File: config.mk
export PLATFORM = sky130hd
export DESIGN_NAME = mc_clock_gen
export DESIGN_NICKNAME = d
export VERILOG_FILES = /design/src/rtl/mcg_pkg.sv /design/src/rtl/mcg_rate_div.sv /design/src/rtl/mcg_phase_ctr.sv /design/src/rtl/mcg_strobe.sv /design/src/rtl/mc_clock_gen.sv
export SDC_FILE = /design/constraint.sdc
export NUM_CORES = 1
export LEC_CHECK = 0
export BUFFER_PORTS_ARGS = -buffer_cell sky130_fd_sc_hd__buf_2
export CORE_AREA = 2 2 39 41
export DETAILED_ROUTE_END_ITERATION = 8
export DIE_AREA = 0 0 41 43
export PLACE_DENSITY = 0.44
export SLEW_MARGIN = 25
export SYNTH_ARGS = -nofsm -noshare
export SYNTH_HDL_FRONTEND = slang
export SYNTH_SLANG_ARGS = --single-unit
File: constraint.sdc
create_clock -name osc_clk -period 1.1 [get_ports osc_clk]
set_input_delay 0.22 -clock osc_clk [delete_from_list [all_inputs] [get_ports osc_clk]]
set_output_delay 0.22 -clock osc_clk [all_outputs]
set_load 0.05 [all_outputs]
File: src/rtl/mcg_pkg.sv
package mcg_pkg;

    // state of the oscillator-rate divider
    typedef struct packed {
        logic tog;   // half-rate clock level
        logic fast;  // accepted speed mode
        logic en;    // core enable
    } div_state_t;

endpackage

File: src/rtl/mcg_rate_div.sv
module mcg_rate_div
    import mcg_pkg::*;
(
    input  logic clk,
    input  logic rst_n,
    input  logic fast_req,
    output logic core_en,
    output logic fast_mode
);

    div_state_t st_d, st_q;

    always_comb begin
        st_d      = st_q;
        st_d.tog  = ~st_q.tog;
        // half-rate clock rises at this edge: only then may speed change
        if (!st_q.tog) begin
            st_d.fast = fast_req;
        end
        st_d.en   = st_d.fast | st_d.tog;
    end

    always_ff @(posedge clk or negedge rst_n) begin
        if (!rst_n) begin
            st_q <= '0;
        end else begin
            st_q <= st_d;
        end
    end

    assign core_en   = st_q.en;
    assign fast_mode = st_q.fast;

    AST_SWITCH_ON_EDGE: assert property (@(posedge clk) disable iff (!rst_n)
        (st_q.fast != $past(st_q.fast)) |-> !$past(st_q.tog));

    AST_NO_RUNT: assert property (@(posedge clk) disable iff (!rst_n)
        !st_q.en |=> st_q.en);

endmodule

File: src/rtl/mcg_phase_ctr.sv
module mcg_phase_ctr #(
    parameter int STATES  = 6,
    parameter int PHASE_W = $clog2(STATES)
) (
    input  logic               clk,
    input  logic               rst_n,
    input  logic               core_en,
    input  logic               xfer_req,
    output logic [PHASE_W-1:0] phase,
    output logic [PHASE_W-1:0] phase_nxt,
    output logic               xfer_lat,
    output logic               xfer_nxt
);

    localparam logic [PHASE_W-1:0] LAST = PHASE_W'(STATES - 1);

    typedef struct packed {
        logic [PHASE_W-1:0] ph;
        logic               xf;
    } ctr_state_t;

    ctr_state_t st_d, st_q;

    always_comb begin
        st_d = st_q;
        if (core_en) begin
            if (st_q.ph == LAST) begin
                st_d.ph = '0;
                st_d.xf = xfer_req;   // sampled at machine-cycle start
            end else begin
                st_d.ph = st_q.ph + 1'b1;
            end
        end
    end

    always_ff @(posedge clk or negedge rst_n) begin
        if (!rst_n) begin
            st_q <= '0;
        end else begin
            st_q <= st_d;
        end
    end

    assign phase     = st_q.ph;
    assign phase_nxt = st_d.ph;
    assign xfer_lat  = st_q.xf;
    assign xfer_nxt  = st_d.xf;

    AST_PHASE_RANGE: assert property (@(posedge clk) disable iff (!rst_n)
        st_q.ph <= LAST);

    AST_PHASE_HOLD: assert property (@(posedge clk) disable iff (!rst_n)
        !core_en |=> $stable(st_q.ph));

    AST_XFER_AT_START: assert property (@(posedge clk) disable iff (!rst_n)
        (st_q.ph != '0) |-> $stable(st_q.xf));

endmodule

File: src/rtl/mcg_strobe.sv
module mcg_strobe #(
    parameter int STATES  = 6,
    parameter int PHASE_W = $clog2(STATES),
    parameter int PH_A    = 1,
    parameter int PH_B    = 4
) (
    input  logic               clk,
    input  logic               rst_n,
    input  logic [PHASE_W-1:0] phase_nxt,
    input  logic               xfer_nxt,
    input  logic [PHASE_W-1:0] phase,
    input  logic               xfer_lat,
    input  logic               strobe_off,
    output logic               ale
);

    localparam logic [PHASE_W-1:0] SA = PHASE_W'(PH_A);
    localparam logic [PHASE_W-1:0] SB = PHASE_W'(PH_B);

    typedef struct packed {
        logic ale;
    } stb_state_t;

    stb_state_t st_d, st_q;

    always_comb begin
        st_d.ale = 1'b0;
        if (phase_nxt == SA) begin
            st_d.ale = !strobe_off || xfer_nxt;
        end else if (phase_nxt == SB) begin
            st_d.ale = !strobe_off && !xfer_nxt;
        end
    end

    always_ff @(posedge clk or negedge rst_n) begin
        if (!rst_n) begin
            st_q <= '0;
        end else begin
            st_q <= st_d;
        end
    end

    assign ale = st_q.ale;

    AST_ALE_STATES: assert property (@(posedge clk) disable iff (!rst_n)
        st_q.ale |-> (phase == SA || phase == SB));

    AST_ALE_SKIP: assert property (@(posedge clk) disable iff (!rst_n)
        (st_q.ale && phase == SB) |-> !xfer_lat);

    AST_ALE_OFF: assert property (@(posedge clk) disable iff (!rst_n)
        (st_q.ale && $past(strobe_off)) |-> xfer_lat);

endmodule

File: src/rtl/mc_clock_gen.sv
module mc_clock_gen #(
    parameter int STATES  = 6,
    parameter int PH_A    = 1,
    parameter int PH_B    = 4,
    parameter int PHASE_W = $clog2(STATES)
) (
    input  logic               osc_clk,
    input  logic               rst_n,
    input  logic               dbl_speed,
    input  logic               ale_off,
    input  logic               xfer_cycle,
    output logic               core_en,
    output logic [PHASE_W-1:0] mc_phase,
    output logic               ale
);

    logic               fast_mode;
    logic [PHASE_W-1:0] phase_nxt;
    logic               xfer_lat;
    logic               xfer_nxt;

    mcg_rate_div u_div (
        .clk       (osc_clk),
        .rst_n     (rst_n),
        .fast_req  (dbl_speed),
        .core_en   (core_en),
        .fast_mode (fast_mode)
    );

    mcg_phase_ctr #(.STATES(STATES), .PHASE_W(PHASE_W)) u_ctr (
        .clk       (osc_clk),
        .rst_n     (rst_n),
        .core_en   (core_en),
        .xfer_req  (xfer_cycle),
        .phase     (mc_phase),
        .phase_nxt (phase_nxt),
        .xfer_lat  (xfer_lat),
        .xfer_nxt  (xfer_nxt)
    );

    mcg_strobe #(.STATES(STATES), .PHASE_W(PHASE_W), .PH_A(PH_A), .PH_B(PH_B)) u_stb (
        .clk        (osc_clk),
        .rst_n      (rst_n),
        .phase_nxt  (phase_nxt),
        .xfer_nxt   (xfer_nxt),
        .phase      (mc_phase),
        .xfer_lat   (xfer_lat),
        .strobe_off (ale_off),
        .ale        (ale)
    );

    AST_FAST_CONTINUOUS: assert property (@(posedge osc_clk) disable iff (!rst_n)
        (fast_mode && $past(fast_mode)) |-> core_en);

endmodule

==> metrics.yaml <==
status: "complete, no violations"
cellLeakagePower_nw: 0.222
setup_tns_ps: 0
final_cell_mix: "5 x buf_2, 4 x buf_6, 4 x dfrtp_2, 4 x dfrtp_1"
syn-num-nets: 31
dp_hpwl_um: 458
critPathBufInv: 1
grt_pass1_wl_um: 931
finalMaxSlewViolations: 0
rsz0062_at_grt: "true"
die_w_um: 41
syn_area_um2: 323
insertion_delay_ps: 250
cpPeakStageDelay_ps: 440
period_needed_ps: 1080
drt-total-wl_um: 594
crit_family: "flip-flops"
fin_crit_sh: 0.977
antenna_found_initial: 0
rows: 14
fp.coreArea_um2: 1380
fin_cells: 56
critPathKind: "reg2out"
n_fill_cell: 150
min_path_type: "in2reg"
fin_nets: 47
ir_drop_mv: 0.644
arrival_ps: 860
worst_ep_required_time_ps: 880
drt_iter0_markers: 12
r2r_setup_slack_ps: 50
cts_root_buf: "clkbuf_4"
end_kind: "output port"
gr-total-overflow: 0
syn_inst: 26
clock_skew_ps: 1.11
max_slew.worst_pin.slew_ps: 249
die-area_um2: 1760
cp_cell_sequence: "buf_6"
slew-limit-headroom: 0.835
clockBufferDepth: 2
yosys_warnings: 0
first_pass_iters: 4
grt_pass1_vias: 232
cap_violations: 0
setup_viol: 0
synth-seq-cells: 8
viasPerCell: 4.20
avgSynthCellArea_um2: 12.4
ys_seq_area_frac: 0.620
grtUsageTotal: 0.0848
floorplan.initialDensity: 0.233
cts_sinks: 8
dp_slack_ps: 57.0
clkTransAtPathRegs_ps: 50
timing.hold.ws_ps: 185
drc: 0
path_max_fanout: 6
dieHeight_um: 43
layout_commonest_cell: "buf_2"
numCtsBuffers: 3
place_congestion: 0.719
io_buffers: 9
grt_max_degree: 9
ant_nets: 0
cts_max_level: 1
postLayoutSetupSlackWorst_ps: 24.9
num_antenna_cells: 0
final_util: 0.331
ios: 10
dp_cells: 51
syn2layout_area_growth_pct: 41.9
avgRoutedWirePerCell_um: 10.6
ys_types: 12
crit_slowest_cell: "dfrtp_2"
worst_setup_path_start_kind: "register"
powerDensity_nw_per_um2: 2850
cts_tree: "yes"
clock.fmax_mhz: 930
drive_gt1_frac: 0.450
final-hold-violation-count: 0
route.vias.total: 235
## Yosys cell counts, drive strengths merged
cell | n | share of area
nand4b | 2 | 0.054
inv | 1 | 0.012
a21o | 1 | 0.023
dfrtp | 8 | 0.62
nand3 | 2 | 0.031
xor2 | 1 | 0.027
nor2 | 3 | 0.035
nand2 | 2 | 0.023
mux2 | 3 | 0.10
and4b | 1 | 0.031
nand2b | 2 | 0.039
## cell type report
cell class | count | area (um2) | area share
sequential | 8 | 205 | 0.448
multi-input combinational | 17 | 119 | 0.260
inverter | 1 | 3.75 | 0.00820
tap | 16 | 20.0 | 0.0437
timing repair buffer | 11 | 87.6 | 0.191
clock buffer | 3 | 22.5 | 0.0492
## path summary, 6_finish.rpt
check	startpoint	to	cells past startpoint
max	u_div.core_en	core_en	1
min	xfer_cycle	u_ctr.xfer_lat	2
max reg2reg	u_ctr.phase[1]	u_ctr.xfer_lat	2
min reg2reg	u_div.fast_mode	u_div.core_en	1
max in group asynchronous	rst_n	u_div.core_en	2
min in group asynchronous	rst_n	u_ctr.xfer_lat	2
## registers in the layout, summed over array words and instances, names as in the netlist
| name | flops |
|---|---|
| u_div.st_q | 1 |
| u_div.fast_mode | 1 |
| u_div.core_en | 1 |
| u_ctr.xfer_lat | 1 |
| u_stb.ale | 1 |
| u_ctr.phase | 3 |
## per-layer routing
layer  global-route usage  wire, um  vias up
met5                    0         0        -
met4               0.0400         0        0
met3               0.0628        36        0
met2                0.122       295        5
met1               0.0885       262      112
li1                     -         -      118
## kinds of logic (layout without fill, tap and decap cells)
| group | count (synthesis) | after routing | share of synthesized area |
|---|---|---|---|
| compound gates | 1 | 1 | 0.0233 |
| simple gates | 12 | 12 | 0.213 |
| flops | 8 | 8 | 0.620 |
| xor+xnor | 1 | 1 | 0.0271 |
| buf+inv | 1 | 15 | 0.0116 |
| mux | 3 | 3 | 0.105 |
## power breakdown
group	internal, mW	switching (mW)	leakage (nW)
clock	0.125	0.0948	0.0138
sequential	0.393	0.0972	0.0876
combinational	0.244	0.350	0.120
total	0.761	0.542	0.222
## what timing repair did
item | in CTS | in global routing
setup buffers | 0 | 1
hold endpoints to repair | 8 | 0
gates cloned | 0 | 0
endpoints found under the setup margin | 4 | 3
hold buffers | 1 | 0
resized for setup | 8 | 0
## metrics by stage
step / total power, mW / area [um2]
global route: 1.39 / 458
detailed placement: 0.991 / 393
finish: 1.30 / 458
floorplan: 0.861 / 328
global placement: 0.979 / 393
CTS: 1.30 / 450
No activity file was read; power rests on OpenSTA's default activity.
